==> src/rtl/xirq_pkg.sv <==
package xirq_pkg;
   localparam int unsigned ADDR_W = 6;
   localparam int unsigned GAP_W  = 2;
   localparam int unsigned NSRC   = 5;

   localparam int unsigned SRC_RXDATA = 0;
   localparam int unsigned SRC_RXERR  = 1;
   localparam int unsigned SRC_RXACT  = 2;
   localparam int unsigned SRC_TX     = 3;
   localparam int unsigned SRC_LTA    = 4;

   localparam logic [ADDR_W-1:0] ADDR_RX  = 6'b000100;
   localparam logic [ADDR_W-1:0] ADDR_TX  = 6'b001000;
   localparam logic [ADDR_W-1:0] ADDR_LTA = 6'b001100;

   typedef enum logic [1:0] {
      RXSEL_FULL_ERR = 2'b00,
      RXSEL_DAV_ERR  = 2'b01,
      RXSEL_NONE     = 2'b10,
      RXSEL_ACTIVE   = 2'b11
   } rx_sel_e;
endpackage

==> src/rtl/xirq_rx_route.sv <==
module xirq_rx_route
   import xirq_pkg::*;
(
   input  logic [1:0] rx_sel,
   input  logic       st_fifo_full,
   input  logic       st_data_avail,
   input  logic       st_rx_err,
   input  logic       st_rx_active,
   input  logic       acc_rtr_rd,
   input  logic       acc_ecr_rd,
   output logic [2:0] rx_src,
   output logic [2:0] rx_clr
);
   rx_sel_e sel;
   assign sel = rx_sel_e'(rx_sel);

   always_comb begin
      rx_src = '0;
      unique case (sel)
         RXSEL_FULL_ERR: begin
            rx_src[SRC_RXDATA] = st_fifo_full;
            rx_src[SRC_RXERR]  = st_rx_err;
         end
         RXSEL_DAV_ERR: begin
            rx_src[SRC_RXDATA] = st_data_avail;
            rx_src[SRC_RXERR]  = st_rx_err;
         end
         RXSEL_ACTIVE: rx_src[SRC_RXACT] = st_rx_active;
         default: rx_src = '0;
      endcase
   end

   always_comb begin
      rx_clr[SRC_RXDATA] = acc_rtr_rd;
      rx_clr[SRC_RXERR]  = acc_ecr_rd;
      rx_clr[SRC_RXACT]  = acc_rtr_rd | acc_ecr_rd;
   end
endmodule

==> src/rtl/xirq_flag_bank.sv <==
module xirq_flag_bank #(
   parameter int unsigned N          = 5,
   parameter bit          EDGE_SENSE = 1'b1
) (
   input  logic         clk,
   input  logic         rst_n,
   input  logic [N-1:0] src,
   input  logic [N-1:0] arm,
   input  logic [N-1:0] clr,
   input  logic [N-1:0] fset,
   input  logic [N-1:0] fclr,
   output logic [N-1:0] pend
);
   logic [N-1:0] ev;

   for (genvar i = 0; i < N; i++) begin : g_flag
      if (EDGE_SENSE) begin : g_edge
         logic prev;
         always_ff @(posedge clk or negedge rst_n) begin
            if (!rst_n) prev <= 1'b0;
            else        prev <= src[i];
         end
         assign ev[i] = src[i] & ~prev & arm[i];
      end else begin : g_level
         assign ev[i] = src[i] & arm[i];
      end

      always_ff @(posedge clk or negedge rst_n) begin
         if (!rst_n)        pend[i] <= 1'b0;
         else if (fclr[i])  pend[i] <= 1'b0;
         else if (fset[i])  pend[i] <= 1'b1;
         else if (ev[i])    pend[i] <= 1'b1;
         else if (clr[i])   pend[i] <= 1'b0;
      end
   end
endmodule

==> src/rtl/xirq_vec_sel.sv <==
module xirq_vec_sel
   import xirq_pkg::*;
#(
   parameter int unsigned BASE_W = 8,
   localparam int unsigned VEC_W = BASE_W + GAP_W + ADDR_W
) (
   input  logic [BASE_W-1:0] vec_base,
   input  logic              rx_any,
   input  logic              tx_any,
   input  logic              lta_any,
   output logic [VEC_W-1:0]  vec,
   output logic              any
);
   logic [ADDR_W-1:0] addr;

   always_comb begin
      if (rx_any)       addr = ADDR_RX;
      else if (tx_any)  addr = ADDR_TX;
      else if (lta_any) addr = ADDR_LTA;
      else              addr = '0;
   end

   assign any = rx_any | tx_any | lta_any;
   assign vec = {vec_base, {GAP_W{1'b0}}, addr};
endmodule

==> src/rtl/xcvr_irq_vector.sv <==
module xcvr_irq_vector
   import xirq_pkg::*;
#(
   parameter int unsigned BASE_W     = 8,
   parameter bit          EDGE_SENSE = 1'b1,
   localparam int unsigned VEC_W     = BASE_W + GAP_W + ADDR_W
) (
   input  logic              clk,
   input  logic              rst_n,
   input  logic              xcvr_rst,
   input  logic              gie,
   input  logic [1:0]        rx_sel,
   input  logic [BASE_W-1:0] vec_base,
   input  logic              st_fifo_full,
   input  logic              st_data_avail,
   input  logic              st_rx_err,
   input  logic              st_rx_active,
   input  logic              st_tx_empty,
   input  logic              st_end_seq,
   input  logic              addr_filt_en,
   input  logic              addr_match,
   input  logic              acc_rtr_rd,
   input  logic              acc_rtr_wr,
   input  logic              acc_ecr_rd,
   input  logic              acc_lta_clr_wr,
   output logic              irq_req,
   output logic [VEC_W-1:0]  irq_vec,
   output logic              rx_pend,
   output logic              tx_pend,
   output logic              lta_pend
);
   if (BASE_W < 1 || BASE_W > 16) begin : g_bad_base
      $error("xcvr_irq_vector: BASE_W out of range");
   end
   if (NSRC != 5) begin : g_bad_nsrc
      $error("xcvr_irq_vector: source count mismatch");
   end

   logic [2:0]      rx_src, rx_clr;
   logic [NSRC-1:0] src, arm, clr, fset, fclr, pend;
   logic            lta_arm, any;

   xirq_rx_route u_route (
      .rx_sel        (rx_sel),
      .st_fifo_full  (st_fifo_full),
      .st_data_avail (st_data_avail),
      .st_rx_err     (st_rx_err),
      .st_rx_active  (st_rx_active),
      .acc_rtr_rd    (acc_rtr_rd),
      .acc_ecr_rd    (acc_ecr_rd),
      .rx_src        (rx_src),
      .rx_clr        (rx_clr)
   );

   assign lta_arm = ~addr_filt_en | addr_match;

   always_comb begin
      src  = '0;
      arm  = '1;
      clr  = '0;
      fset = '0;
      fclr = '0;
      src[SRC_RXACT:SRC_RXDATA]  = rx_src;
      clr[SRC_RXACT:SRC_RXDATA]  = rx_clr;
      fclr[SRC_RXACT:SRC_RXDATA] = {3{xcvr_rst}};
      src[SRC_TX]   = st_tx_empty;
      clr[SRC_TX]   = acc_rtr_wr;
      fset[SRC_TX]  = xcvr_rst;
      src[SRC_LTA]  = st_end_seq;
      arm[SRC_LTA]  = lta_arm;
      clr[SRC_LTA]  = acc_rtr_wr | acc_lta_clr_wr;
      fclr[SRC_LTA] = xcvr_rst;
   end

   xirq_flag_bank #(.N(NSRC), .EDGE_SENSE(EDGE_SENSE)) u_flags (
      .clk  (clk),
      .rst_n(rst_n),
      .src  (src),
      .arm  (arm),
      .clr  (clr),
      .fset (fset),
      .fclr (fclr),
      .pend (pend)
   );

   assign rx_pend  = |pend[SRC_RXACT:SRC_RXDATA];
   assign tx_pend  = pend[SRC_TX];
   assign lta_pend = pend[SRC_LTA];

   xirq_vec_sel #(.BASE_W(BASE_W)) u_vec (
      .vec_base(vec_base),
      .rx_any  (rx_pend),
      .tx_any  (tx_pend),
      .lta_any (lta_pend),
      .vec     (irq_vec),
      .any     (any)
   );

   assign irq_req = gie & any;
endmodule

==> config.mk <==
export PLATFORM = sky130hd
export DESIGN_NAME = xcvr_irq_vector
export DESIGN_NICKNAME = d
export VERILOG_FILES = /design/src/rtl/xirq_pkg.sv /design/src/rtl/xirq_rx_route.sv /design/src/rtl/xirq_flag_bank.sv /design/src/rtl/xirq_vec_sel.sv /design/src/rtl/xcvr_irq_vector.sv
export SDC_FILE = /design/constraint.sdc
export NUM_CORES = 1
export LEC_CHECK = 0
export ABC_AREA = 0
export BUFFER_PORTS_ARGS = -buffer_cell sky130_fd_sc_hd__clkbuf_2
export CAP_MARGIN = 0
export CORE_MARGIN = 4
export CORE_UTILIZATION = 25
export DETAILED_ROUTE_END_ITERATION = 10
export MAX_ROUTING_LAYER = met4
export PLACE_DENSITY = 0.52
export SETUP_SLACK_MARGIN = 0.15
export SYNTH_ARGS = -nofsm -noshare
export SYNTH_HDL_FRONTEND = slang
export SYNTH_HIERARCHICAL = 1
export SYNTH_SLANG_ARGS = --single-unit
==> constraint.sdc <==
create_clock -name clk -period 2 [get_ports clk]
set_input_delay 0.4 -clock clk [delete_from_list [all_inputs] [get_ports clk]]
set_output_delay 0.4 -clock clk [all_outputs]
set_load 0.05 [all_outputs]
==> impl_metrics.py <==
metrics = {
    "worst_hold_path": {
        "worstHoldPathCells": 1,
        "whs_endpoint": "u_flags/g_flag[4].g_edge.prev$_DFF_PN0_",
        "min_path_type": "in -> reg",
        "hp-start": "st_end_seq",
    },
    "setup_path": {
        "critPathTopFamily": "simple AND/OR/NAND/NOR gates",
        "path_class": "reg -> out",
        "start_kind": "register",
        "end_kind": "output pin",
        "path_max_fanout": 2,
        "worstPathCellList": "or3_4 -> or3_1 -> and2_4 -> clkbuf_16",
        "critical-path-max-stage-delay_ps": 390,
        "arrival_ps": 1620,
        "ff2ff_setup_slack_ps": 1250,
        "r2r_end": "u_flags/pend[4]$_DFFE_PN0P_",
        "timing.critical_path.buf_inv": 1,
        "critPathRequiredTime_ps": 1600,
        "crit-reg2reg-launch": "u_flags/g_flag[4].g_edge.prev$_DFF_PN0_",
        "ff2ff_path_depth": 2,
        "crit_slowest_cell": "or3_4",
    },
    "timing": {
        "max_freq_ghz": 0.495,
        "finalSetupViolCount": 2,
        "hold_viol_final": 0,
        "finalHoldWorstSlack_ps": 265,
        "fin_worst_skew_ps": 3.88,
        "tns_ps": -30.6,
        "setup_ws_ps": -20.2,
        "final.min_clock_period_ps": 2020,
        "drv_slew": 0,
        "period_share": 1.01,
        "rsz0062_at_grt": "true",
    },
    "logic_synthesis": {
        "synth_area_um2": 586,
        "synth.area.mux_share": 0.0171,
        "ys_seq_area_frac": 0.427,
        "yosysWarningCount": 6,
        "synth_cell_types": 16,
        "synthSimpleGateAreaFrac": 0.224,
        "synth_top_area_share": 0.427,
        "synth_compound_area_frac": 0.0684,
        "synth_seq_cells": 10,
        "synthXorXnorAreaFrac": 0,
        "syn_avg_cell_area_um2": 9.29,
        "synthCells": 63,
        "synth_top_family_by_area": "buffers and inverters",
        "async_reset_ff_frac": 1.00,
        "synthMostInstantiatedCell": "buf_4",
        "synth_area_leaders": "dfrtp_1 43%, buf_4 21%, nand2b_1 6.4%",
        "synth_adder_area_share": 0,
        "synth_top_cell_by_area": "dfrtp_1",
        "ys.flop_type": "dfrtp_1",
        "synth_edf_count": 0,
        "netlist_top_cells_count": "16 x buf_4, 10 x dfrtp_1, 6 x inv_1, 6 x nand2b_1",
    },
    "cells_and_area": {
        "nFillCells": 223,
        "drive_gt1_frac": 0.386,
        "nNetsFinal": 116,
        "diodes": 0,
        "area_growth_pct": 33.8,
    },
    "clocking": {
        "cts_root_buf": "clkbuf_4",
        "cts_num_sinks": 10,
        "cts_made_buffers": 3,
        "insertion_delay_ps": 250,
        "clk_path_buf_depth": 2,
        "htreeDepth": 1,
        "clk_pin_slew_ps": 60,
        "cts_tree": "built",
    },
    "floorplan": {
        "die-area_um2": 3180,
        "initial_utilization": 0.265,
        "fp-row-count": 17,
        "core_um2": 2210,
        "die_height_um": 56.4,
        "ios": 46,
        "die_width_um": 56.4,
    },
    "place": {
        "numPortBuffers": 23,
        "hpwl_um": 886,
        "gp_congestion": 0.662,
        "pre_cts_ws_ps": 140,
    },
    "power": {
        "leakagePower_nw": 0.391,
        "vdd_drop_max_v": 0.000520,
        "power_density_nw_per_um2": 652,
    },
    "job": {
        "maxCapViolCount": 0,
    },
    "routing": {
        "drt-wirelength-per-cell_um": 9.04,
        "drt_pass1_iterations": 1,
        "vias_per_cell": 3.63,
        "wl_um": 1050,
        "drc": 0,
        "vias": 421,
        "drt_iter0_markers": 0,
        "ant_nets": 0,
    },
    "global_route": {
        "grt_max_degree": 11,
        "grt_antenna_before_repair": 0,
        "grt_pass1_vias": 402,
        "overflow": 0,
        "grt_pass1_wl_um": 1690,
        "grtUsageTotal": 0.0700,
    },
    "run_status": {
        "failed_checks": "setup timing",
        "status": "complete, but fails checks",
    },
}
per-stage QoR:
step | instance area, um2 | cells | util | power [mW]
5_1_grt | 783 | 116 | 0.354 | 0.546
4_1_cts | 759 | 115 | 0.343 | 0.508
3_5_place_dp | 669 | 110 | 0.303 | 0.355
6_report | 783 | 116 | 0.354 | 0.511
2_1_floorplan | 639 | 75 | - | 0.372
3_3_place_gp | 669 | 110 | 0.303 | 0.353
cell families (layout without fill, tap and decap cells):
kind of cell,after synthesis,after routing
buf+inv,22,35
simple gates,21,21
flops,10,10
compound gates,6,6
other cells,3,15
mux,1,1
worst max path at each step:
stage | cells after the start | slack (ps) | endpoint | startpoint
after floorplan | 3 | 170 | irq_req | u_flags/pend[1]$_DFFE_PN0P_
after global placement | 4 | 160 | irq_req | u_flags/pend[1]$_DFFE_PN0P_
after detailed placement | 4 | 140 | irq_req | u_flags/pend[1]$_DFFE_PN0P_
after CTS | 4 | -30 | irq_req | u_flags/pend[2]$_DFFE_PN0P_
after global routing | 4 | -80 | irq_req | u_flags/pend[2]$_DFFE_PN0P_
final | 4 | -20 | irq_req | u_flags/pend[2]$_DFFE_PN0P_
routing by layer:
metal	vias up	wire, um	GRT usage
met5	-	0	-
met2	35	495	0.107
li1	220	-	-
met3	2	164	0.0506
met4	0	5	0.0102
met1	164	384	0.0755
power by group:
part / leakage [nW] / internal, mW / switching (mW)
Clock: 0.0138 / 0.0689 / 0.0577
Combinational: 0.251 / 0.0659 / 0.0978
Sequential: 0.126 / 0.214 / 0.00625
timing repair:
| item | 4_1_cts | 5_1_grt |
|---|---|---|
| hold endpoints to repair | 5 | 0 |
| setup endpoints to repair | 2 | 3 |
| pin swaps | 1 | 1 |
| gates resized for setup | 9 | 5 |
| setup buffers | 1 | 1 |
| hold buffers | 1 | 0 |
sequential cells by signal (all words and copies together), names as in the netlist:
| register | cells |
|---|---|
| u_flags/g_flag.g_edge.prev | 5 |
| u_flags/pend | 5 |
layout by cell type, fill, tap and decap left out, drive strengths merged, types with 3 or more instances in the layout:
cell type,n
conb,15
dfrtp,10
nand2b,6
nor2,3
a31oi,5
buf,4
clkbuf,24
inv,6
nand3b,5
final cells by class:
type	instances	area [um2]	share of cell area
Clock buffer	3	22.5	0.0288
Multi-Input combinational cell	43	259	0.331
Sequential cell	10	250	0.319
Timing Repair Buffer	26	194	0.248
Inverter	6	22.5	0.0288
Tap cell	28	35.0	0.0447
Note: power is estimated with default switching activity, not from simulation.
